$ cat config.mk
export PLATFORM = sky130hd
export DESIGN_NAME = banked_clkdiv
export DESIGN_NICKNAME = d
export VERILOG_FILES = /design/src/rtl/banked_clkdiv_pkg.sv /design/src/rtl/bcd_toggle_div.sv /design/src/rtl/bcd_pol_decode.sv /design/src/rtl/bcd_bank_mux.sv /design/src/rtl/banked_clkdiv.sv
export SDC_FILE = /design/constraint.sdc
export NUM_CORES = 1
export LEC_CHECK = 0
export BUFFER_PORTS_ARGS = -buffer_cell sky130_fd_sc_hd__buf_2
export CAP_MARGIN = 20
export CORE_AREA = 5 5 42 44
export CTS_CLUSTER_SIZE = 16
export DETAILED_ROUTE_END_ITERATION = 6
export DIE_AREA = 0 0 47 49
export GPL_TIMING_DRIVEN = 0
export PLACE_DENSITY = 0.76
export SLEW_MARGIN = 20
export SYNTH_ARGS = -nofsm -noshare
export SYNTH_HDL_FRONTEND = slang
export SYNTH_SLANG_ARGS = --single-unit
export TNS_END_PERCENT = 50
$ cat constraint.sdc
create_clock -name clk_ref -period 5.2 [get_ports clk_ref]
set_input_delay 1.56 -clock clk_ref [delete_from_list [all_inputs] [get_ports clk_ref]]
set_output_delay 1.56 -clock clk_ref [all_outputs]
set_load 0.01 [all_outputs]
$ cat src/rtl/banked_clkdiv_pkg.sv
package banked_clkdiv_pkg;

   // thermometer polarity: bank index at or below the code is inverted,
   // the first bank is inverted unconditionally
   function automatic logic therm_hit(input int bank, input int code);
      return (bank == 0) || (bank <= code);
   endfunction

endpackage

$ cat src/rtl/bcd_toggle_div.sv
module bcd_toggle_div (
   input  logic clk_ref,
   input  logic rst_n,
   output logic half_clk
);
   always_ff @(posedge clk_ref or negedge rst_n) begin
      if (!rst_n) half_clk <= 1'b0;
      else        half_clk <= ~half_clk;
   end
endmodule

$ cat src/rtl/bcd_pol_decode.sv
module bcd_pol_decode #(
   parameter int NUM_BANKS = 4,
   parameter int POL_W     = 2
) (
   input  logic [POL_W-1:0]     code,
   output logic [NUM_BANKS-1:0] inv
);
   import banked_clkdiv_pkg::*;

   for (genvar b = 0; b < NUM_BANKS; b++) begin : g_bank
      assign inv[b] = therm_hit(b, int'(code));
   end
endmodule

$ cat src/rtl/bcd_bank_mux.sv
module bcd_bank_mux #(
   parameter int OUTS_PER_BANK = 5
) (
   input  logic                     clk_ref,
   input  logic                     half_clk,
   input  logic                     rst_n,
   input  logic                     full_rate,
   input  logic                     invert,
   output logic [OUTS_PER_BANK-1:0] dat,
   output logic [OUTS_PER_BANK-1:0] en
);
   logic rate_clk;
   logic level;

   assign rate_clk = full_rate ? clk_ref : half_clk;
   // reset forces the non-inverted level low, hence the inverted level high
   assign level    = rst_n ? (rate_clk ^ invert) : invert;

   for (genvar i = 0; i < OUTS_PER_BANK; i++) begin : g_out
      assign dat[i] = level;
      assign en[i]  = rst_n;
   end
endmodule

$ cat src/rtl/banked_clkdiv.sv
module banked_clkdiv #(
   parameter int NUM_BANKS     = 4,
   parameter int OUTS_PER_BANK = 5,
   parameter int POL_W         = 2
) (
   input  logic                               clk_ref,
   input  logic                               mr_oe_n,
   input  logic [NUM_BANKS-1:0]               div_sel,
   input  logic [POL_W-1:0]                   inv_code,
   output logic [NUM_BANKS*OUTS_PER_BANK-1:0] q_dat,
   output logic [NUM_BANKS*OUTS_PER_BANK-1:0] q_en
);
   localparam int CODES = 1 << POL_W;

   if (NUM_BANKS < 1) begin : g_err_banks
      $error("banked_clkdiv: NUM_BANKS must be at least 1");
   end
   if (OUTS_PER_BANK < 1) begin : g_err_outs
      $error("banked_clkdiv: OUTS_PER_BANK must be at least 1");
   end
   if (POL_W < 1 || CODES < NUM_BANKS) begin : g_err_pol
      $error("banked_clkdiv: POL_W too narrow to reach every bank");
   end

   logic                 half_clk;
   logic [NUM_BANKS-1:0] bank_inv;

   bcd_toggle_div u_div (
      .clk_ref  (clk_ref),
      .rst_n    (mr_oe_n),
      .half_clk (half_clk)
   );

   bcd_pol_decode #(
      .NUM_BANKS (NUM_BANKS),
      .POL_W     (POL_W)
   ) u_pol (
      .code (inv_code),
      .inv  (bank_inv)
   );

   for (genvar b = 0; b < NUM_BANKS; b++) begin : g_bank
      bcd_bank_mux #(
         .OUTS_PER_BANK (OUTS_PER_BANK)
      ) u_mux (
         .clk_ref   (clk_ref),
         .half_clk  (half_clk),
         .rst_n     (mr_oe_n),
         .full_rate (div_sel[b]),
         .invert    (bank_inv[b]),
         .dat       (q_dat[b*OUTS_PER_BANK +: OUTS_PER_BANK]),
         .en        (q_en[b*OUTS_PER_BANK +: OUTS_PER_BANK])
      );
   end
endmodule

==> impl_results.md, run 1 <==
- Share of layout cells above drive strength 1: 92.1%
- CTS tree: yes
- Largest net degree at the start of global routing: 26
- Met2 Use GR: 18.8%
- Vias in the first global route: 814
- CTS clk-pin slew, worst paths: 30 ps
- Final wirelength: 1.80 mm
- Max Slew Vio Count: 0
- Crit-path leading delay family: buffers and inverters
- Least-Margin Pin Slew: 441 ps
- Final cell count without fillers: 142
- Syn_nets: 64
- Met3 Track Usage GR: 32.1%
- Final hold viol count: 0
- Die X: 47 µm
- CP Max Fanout: 3
- 1st-iter DRT viols: 7
- Total global routing track utilization: 20.2%
- Mean Syn Cell Area: 7.51 µm²
- Yosys warning count: 0
- Boundary Pins: 48
- Area Overhead vs Synth: 162%
- DR pass1 iterations: 4
- Bufs and invs on worst path: 6
- GPL Wtd Cong: 0.641
- Met1 usage: 4.38%
- Final setup violating endpoints: 15
- Largest cells by area after synthesis: buf_4, mux2_2, dfrtp_1
- Critical Setup Path Class: clk -> out
- Placed insts: 119
- # Post-CTS Setup Buffers: 0
- Max reg flops: 1
- Initial antenna violation count: 0
- Max-slew headroom: 70.6%
- Slowest stage delay, CP: 260 ps
- CP max stage cell: mux2_4
- Post-DR vias/cell: 4.20
- Pwr/cell area: 488 nW/µm²
- Failing checks: negative setup slack
- Most used cell, CP: buf_8
- Post-synthesis sequential area ratio: 5.95%
- Routed vias: 597
- DR WL/cell: 12.7 µm
- Gate Count Post-Synth: 56
- Hold buffers post-CTS: 0
- Total grt overflow: 0
- Clock latency on the worst-skew pair: 330 ps
- Worst setup margin: -107 ps
- HPWL Detailed: 859 µm
- Largest reg by FF count: u_div.half_clk
- Initial Utilization: 30.0%
- P_leak: 0.657 nW
- Worst Skew: 0 ps
- Most frequent cells in the layout: buf_4, buf_2, buf_6, clkbuf_4, buf_8
- Commonest non-fill, non-tap cell in the layout: buf_4
- Hold Crit Class: reg -> reg
- RSZ-0062 raised after global routing: yes
- Fill count: 97
- First-pass GRT wire length: 2.50 mm
- Grt peak-use layer: met4
- Residual DRC: 0
- Full die area: 2300 µm²
- Max Cap Viol: 0
- Worst IR Drop VDD: 0.323 mV
- Library cells used by synthesis: 9
- Largest regs: u_div.half_clk: 1 flops
- Cell accounting for the most synthesized area: buf_4
- Port bufs: 47
- Critical path cell sequence: buf_8, buf_8, mux2_4, nand2_2, xor2_1, buf_4, buf_8, buf_6, buf_6
- Placeable Area: 1400 µm²
- Status: finished with violations
- Synthesized area: 420 µm²
- Post-DRT Antenna Nets: 0
- Yosys top cell area share: 71.4%
- Startpoint Class: clock port
- Die height: 49 µm
- Standard-cell row count: 14
- Flops & latches, synth: 1
- Net count, final: 131
- Critical Path AT: 3750 ps
- Ant diodes: 0
- Setup crit end kind: primary output
- Min Hold Slack: 518 ps
- CP required: 3640 ps
==> power by group <==
group          internal, mW  switching, mW
sequential          0.00784              0
clock                 0.346          0.154
combinational        0.0164         0.0132
==> stage by stage <==
stage          utilization, %  setup WS, ps  area (µm²)  setup TNS, ps  power, mW
2_1_floorplan               -           277         420              0      0.154
3_3_place_gp             48.2           184         676              0      0.204
3_5_place_dp             48.2           183         676              0      0.205
4_1_cts                  72.9          -189        1020          -2590      0.477
5_1_grt                  78.5          -172        1100          -2160      0.570
6_report                 78.5          -107        1100          -1320      0.537
==> metal layers <==
layer  wire, µm  part of all wire (%)
met5          0                     0
met4        155                   8.6
met3        180                    10
met2        964                    54
met1        497                    28
==> path summary, 6_finish.rpt <==
check                                            to  depth (start not counted)                      from  slack [ps]
max                                       q_dat[18]                          9                   clk_ref        -110
min                        u_div.half_clk$_DFF_PN0_                          1  u_div.half_clk$_DFF_PN0_         520
max reg2reg                u_div.half_clk$_DFF_PN0_                          1  u_div.half_clk$_DFF_PN0_        4610
min reg2reg                u_div.half_clk$_DFF_PN0_                          1  u_div.half_clk$_DFF_PN0_         520
max in group asynchronous  u_div.half_clk$_DFF_PN0_                          1                   mr_oe_n        3720
min in group asynchronous  u_div.half_clk$_DFF_PN0_                          1                   mr_oe_n        1180
==> kinds of logic (layout without fill, tap and decap cells) <==
logic type | after synthesis | after routing | synth area share (%)
flip-flops | 1 | 1 | 5.95
AND/OR/NAND/NOR | 7 | 7 | 6.25
multiplexers | 3 | 3 | 8.04
XOR/XNOR | 3 | 3 | 6.25
buffers and inverters | 41 | 111 | 72.3
AO/OA/AOI/OAI | 1 | 1 | 1.19
==> synthesized netlist by cell type <==
cell type,instances
mux2_2,3
inv_1,1
nor2_1,1
xnor2_1,1
buf_4,40
o21ai_0,1
xor2_1,2
nand2_1,6
dfrtp_1,1
==> final cells by class <==
cell class	instances	area, µm²	area share (%)
buffer	40	338	30.7
inverter	1	3.75	0.341
sequential	1	25.0	2.28
timing repair buffer	27	135	12.3
clock inverter	4	70.1	6.37
clock buffer	39	385	35.0
tap	16	20.0	1.82
multi-input combinational	14	123	11.1
==> what timing repair did <==
action / 4_1_cts / 5_1_grt
endpoints found under the hold margin: 0 / 0
pin swaps: 3 / 3
setup endpoints to repair: 20 / 15
gates resized for setup: 27 / 27
(Power assumes the default switching activity.)
==> run 2, diff against run 1 <==
- CORE_AREA: 5 5 42 44 -> 2 2 39 41
- DIE_AREA: 0 0 47 49 -> 0 0 41 43
==> impl_results.md, run 2 (synthesized netlist as in run 1, its figures left out) <==
- Status: finished with violations
- Failing checks: negative setup slack
- Tot Pwr: 0.532 mW (-1.0%)
- Final setup violating endpoints: 15 (unchanged)
- Startpoint Class: clock port
- Total grt overflow: 0 (unchanged)
- Boundary Pins: 48 (unchanged)
- Initial antenna violation count: 0 (unchanged)
- Hold buffers post-CTS: 0 (unchanged)
- Critical path cell sequence: buf_8, buf_8, mux2_4, nand2_4, xor2_2, buf_6, buf_8, buf_6, buf_6
- Final hold viol count: 0 (unchanged)
- Most frequent cells in the layout: buf_4, buf_2, buf_6, clkbuf_4
- Post-route cell area: 1090 µm² (-0.91%)
- Max-slew headroom: 68.9% (-1.6 points)
- Worst IR Drop VDD: 0.329 mV (+1.8%)
- Total global routing track utilization: 25.8% (+5.6 points)
- Placed insts: 119 (unchanged)
- GPL Wtd Cong: 0.648 (+0.98%)
- Fill count: 112 (+15%)
- Max Cap Viol: 0 (unchanged)
- Residual DRC: 0 (unchanged)
- CTS tree: yes
- Standard-cell row count: 14 (unchanged)
- Post-DRT Antenna Nets: 0 (unchanged)
- Clock latency on the worst-skew pair: 330 ps (about the same)
- Vias in the first global route: 749 (-8.0%)
- Slowest stage delay, CP: 260 ps (about the same)
- CP required: 3640 ps (about the same)
- DR pass1 iterations: 4 (unchanged)
- Final cell count without fillers: 143 (+0.70%)
- Min Hold Slack: 489 ps (-28.6 ps)
- Commonest non-fill, non-tap cell in the layout: buf_4
- Critical Setup Path Class: clk -> out
- Routed vias: 603 (+1.0%)
- Largest reg by FF count: u_div.half_clk
- Final wirelength: 1.73 mm (-3.8%)
- DR WL/cell: 12.1 µm (-4.5%)
- CP Max Fanout: 3 (unchanged)
- Setup crit end kind: primary output
- Post-layout util: 78.8% (+0.27 points)
- Share of layout cells above drive strength 1: 93.7% (+1.6 points)
- Net count, final: 132 (+0.76%)
- Worst setup margin: -85.2 ps (+21.9 ps)
- First-pass GRT wire length: 2.48 mm (-0.80%)
- Pwr/cell area: 488 nW/µm² (about the same)
- RSZ-0062 raised after global routing: yes
- Largest regs: u_div.half_clk: 1 flops
- Placeable Area: 1380 µm² (-1.2%)
- Port bufs: 47 (unchanged)
- Largest net degree at the start of global routing: 26 (unchanged)
- Die X: 41 µm (-13%)
- HPWL Detailed: 733 µm (-15%)
- Hold Crit Class: reg -> reg
- 1st-iter DRT viols: 12 (+5)
- P_leak: 0.652 nW (-0.81%)
- Placed Area: 676 µm² (unchanged)
- Ant diodes: 0 (unchanged)
- Crit-path leading delay family: buffers and inverters
- Bufs and invs on worst path: 6 (unchanged)
- CP max stage cell: mux2_4
- Critical Path AT: 3730 ps (-20 ps)
- Max reg flops: 1 (unchanged)
- CTS clk-pin slew, worst paths: 30 ps (about the same)
- Max Slew Vio Count: 0 (unchanged)
- Post-DR vias/cell: 4.22 (+0.30%)
- Worst Skew: 0 ps (unchanged)
- Initial Utilization: 30.4% (+0.38 points)
- Area Overhead vs Synth: 159%
- Full die area: 1760 µm² (-23%)
- Die height: 43 µm (-12%)
- Least-Margin Pin Slew: 466 ps (+24.6 ps)
[run 2: report_power, final]
group / internal [mW] / total [mW] / switching, mW
Combinational: 0.0164 / 0.0301 / 0.0136
Clock: 0.339 / 0.494 / 0.155
Sequential: 0.00783 / 0.00783 / 0
[run 2: final timing paths]
path                                     startpoint                        to  slack, ps  depth (start not counted)
min in group asynchronous                   mr_oe_n  u_div.half_clk$_DFF_PN0_       1180                          1
hold / removal             u_div.half_clk$_DFF_PN0_  u_div.half_clk$_DFF_PN0_        490                          1
setup / recovery                            clk_ref                  q_dat[9]        -90                          9
setup reg to reg           u_div.half_clk$_DFF_PN0_  u_div.half_clk$_DFF_PN0_       4640                          1
max in group asynchronous                   mr_oe_n  u_div.half_clk$_DFF_PN0_       3700                          1
hold reg to reg            u_div.half_clk$_DFF_PN0_  u_div.half_clk$_DFF_PN0_        490                          1
[run 2: layout make-up]
cell class	count	area (µm²)	share of cell area, %
repair buffers	27	135	12.4
inverters	1	3.75	0.344
clock inverters	4	70.1	6.43
clock buffers	40	374	34.3
well taps	16	20.0	1.84
multi-input cells	14	139	12.7
flip-flops and latches	1	25.0	2.30
plain buffers	40	323	29.6
[run 2: metrics by stage]
| stage | setup TNS [ps] | setup WS (ps) |
|---|---|---|
| finish | -708 | -85.2 |
| detailed placement | 0 | 183 |
| floorplan | 0 | 277 |
| global placement | 0 | 184 |
| CTS | -1880 | -182 |
| global route | -1600 | -153 |
[run 2: timing repair]
item                       CTS  global route
setup endpoints to repair   20            20
gates cloned                 0             0
buffers inserted             2             1
pin swaps                    3             3
gates resized for setup     27            21
[run 2: metal layers]
| layer | routed length [µm] | track usage (%) |
|---|---|---|
| met1 | 446 | 6.69 |
| met5 | 0 | 0 |
| met3 | 175 | 42.4 |
| met4 | 110 | 46.7 |
| met2 | 996 | 26.9 |
==> run 3, diff against run 2 <==
- CORE_AREA: 2 2 39 41 -> 2 2 42 44
- DIE_AREA: 0 0 41 43 -> 0 0 44 46
- PLACE_DENSITY: 0.76 -> 0.69
- SLEW_MARGIN: 20 -> 10
- clock period: 5.2 -> 4.4 ns (I/O delays scaled with it)
==> impl_results.md, run 3 (synthesized netlist as in run 1, its figures left out) <==
- Critical Path AT: 3440 ps (-290 ps)
- Standard-cell row count: 15 (+1)
- Worst setup margin: -359 ps (-274 ps)
- Least-Margin Pin Slew: 412 ps (-53.7 ps)
- FF-to-FF path depth: 1 (unchanged)
- HPWL Detailed: 755 µm (+3.0%)
- Largest reg by FF count: u_div.half_clk
- First-pass GRT wire length: 2.49 mm (+0.24%)
- Bufs and invs on worst path: 7 (+1)
- Clock latency on the worst-skew pair: 320 ps (about the same)
- Total global routing track utilization: 23.1% (-2.7 points)
- Boundary Pins: 48 (unchanged)
- Startpoint Class: clock port
- Final hold viol count: 0 (unchanged)
- Max-slew headroom: 72.5% (+3.6 points)
- Post-DRT Antenna Nets: 0 (unchanged)
- Worst R2R End: u_div.half_clk$_DFF_PN0_
- DR WL/cell: 11.3 µm (-6.4%)
- Final setup violating endpoints: 16 (+1)
- GPL Wtd Cong: 0.621 (-4.2%)
- Worst IR Drop VDD: 0.397 mV (+21%)
- Initial Utilization: 26.0% (-4.3 points)
- Crit-path leading delay family: buffers and inverters
- Status: finished with violations
- CTS tree: yes
- Sequential Power Share: 1.6% (about the same)
- Die X: 44 µm (+7.3%)
- CP required: 3080 ps (-560 ps)
- Max Cap Viol: 0 (unchanged)
- Clock power share: 92.6% (-0.3 points)
- CP Max Fanout: 3 (unchanged)
- Most frequent cells in the layout: buf_4, buf_2, buf_6, clkbuf_4, buf_8
- RSZ-0062 raised after global routing: yes
- Worst Skew: 0 ps (unchanged)
- Crit. Startpoint: clk_ref
- Port bufs: 47 (unchanged)
- Share of layout cells above drive strength 1: 91.5% (-2.2 points)
- Reg2reg setup slack: 3800 ps (-840 ps)
- Critical path cell sequence: buf_8, buf_8, buf_8, mux2_4, nand2_2, xor2_1, buf_4, buf_8, buf_6, buf_6
- Switching part of the total power: 30.8% (-0.88 points)
- Most used cell, CP: buf_8
- P_leak: 0.634 nW (-2.8%)
- Max Slew Vio Count: 0 (unchanged)
- Net count, final: 134 (+1.5%)
- CP max stage cell: mux2_4
- CTS clk-pin slew, worst paths: 30 ps (about the same)
- Area Overhead vs Synth: 148%
- Commonest non-fill, non-tap cell in the layout: buf_4
- Largest regs: u_div.half_clk: 1 flops
- Switch Pwr: 0.182 mW (+7.9%)
- Post-DR vias/cell: 4.02 (-4.7%)
- Total grt overflow: 0 (unchanged)
- Ant diodes: 0 (unchanged)
- Vias in the first global route: 761 (+1.6%)
- Pwr/cell area: 566 nW/µm² (+16%)
- CP Capture Point: q_dat[18]
- Residual DRC: 0 (unchanged)
- Largest net degree at the start of global routing: 26 (unchanged)
- Origin of the critical flop-to-flop path: u_div.half_clk$_DFF_PN0_
- Setup crit end kind: primary output
- DR pass1 iterations: 3 (-1)
- Tot Pwr: 0.590 mW (+11%)
- Critical Setup Path Class: clk -> out
- Pre-CTS setup slack: 23.4 ps (-160 ps)
- Final wirelength: 1.65 mm (-4.5%)
- Slowest stage delay, CP: 250 ps (about the same)
- Full die area: 2020 µm² (+15%)
- Failing checks: negative setup slack
- 1st-iter DRT viols: 13 (+1)
- Placeable Area: 1610 µm² (+17%)
- Die height: 46 µm (+7.0%)
- Hold Crit Class: reg -> reg
- Max reg flops: 1 (unchanged)
- Stages on the worst setup path: 10 (+1)
- Initial antenna violation count: 0 (unchanged)
- Cell Int Power: 0.408 mW (+12%)
- Routed vias: 587 (-2.7%)
- Combinational share of power: 5.8% (about the same)
[run 3: power by group through the flow]
stage / clock network (mW) / logic [mW] / registers, mW
detailed placement: 0.198 / 0.0341 / 0.00936
finish: 0.546 / 0.0344 / 0.00927
global route: 0.585 / 0.0374 / 0.00926
global placement: 0.198 / 0.0335 / 0.00936
floorplan: 0.154 / 0.0193 / 0.00937
CTS: 0.527 / 0.0347 / 0.00927
[run 3: worst min-delay path by stage]
| stage | from | endpoint | slack (ps) | cells after the start |
|---|---|---|---|---|
| finish | u_div.half_clk$_DFF_PN0_ | u_div.half_clk$_DFF_PN0_ | 530 | 1 |
| global route | u_div.half_clk$_DFF_PN0_ | u_div.half_clk$_DFF_PN0_ | 560 | 1 |
| CTS | u_div.half_clk$_DFF_PN0_ | u_div.half_clk$_DFF_PN0_ | 540 | 1 |
| detailed placement | u_div.half_clk$_DFF_PN0_ | u_div.half_clk$_DFF_PN0_ | 480 | 1 |
| global placement | u_div.half_clk$_DFF_PN0_ | u_div.half_clk$_DFF_PN0_ | 460 | 1 |
| floorplan | u_div.half_clk$_DFF_PN0_ | u_div.half_clk$_DFF_PN0_ | 440 | 1 |
[run 3: per-layer routing]
metal	track usage [%]	share of wire [%]
met3	36.5	10
met2	22.4	55
met1	6.76	31
met4	50.3	3.5
met5	5.71	0
[run 3: final cells by class]
class / instances / area (µm²)
Multi-Input combinational cell: 14 / 104
Buffer: 40 / 319
Fill cell: 133 / 572
Timing Repair Buffer: 27 / 135
Inverter: 1 / 3.75
Clock inverter: 4 / 70.1
Tap cell: 17 / 21.3
Sequential cell: 1 / 25.0
Clock buffer: 42 / 364
[run 3: repair_timing]
action / 4_1_cts / 5_1_grt
endpoints found under the setup margin: 20 / 20
buffers inserted: 1 / 1
resized for setup: 29 / 8
hold buffers: 0 / 0
gates cloned: 0 / 0
pin swaps: 1 / 2
[run 3: stage by stage]
| step | instances | TNS (ps) | hold WS, ps | utilization, % | area, µm² |
|---|---|---|---|---|---|
| 2_1_floorplan | 56 | 0 | 438 | - | 420 |
| 3_3_place_gp | 120 | 0 | 464 | 41.9 | 677 |
| 3_5_place_dp | 120 | 0 | 478 | 41.9 | 677 |
| 4_1_cts | 145 | -6150 | 535 | 63.7 | 1030 |
| 5_1_grt | 146 | -6660 | 562 | 64.6 | 1040 |
| 6_report | 146 | -4970 | 528 | 64.6 | 1040 |
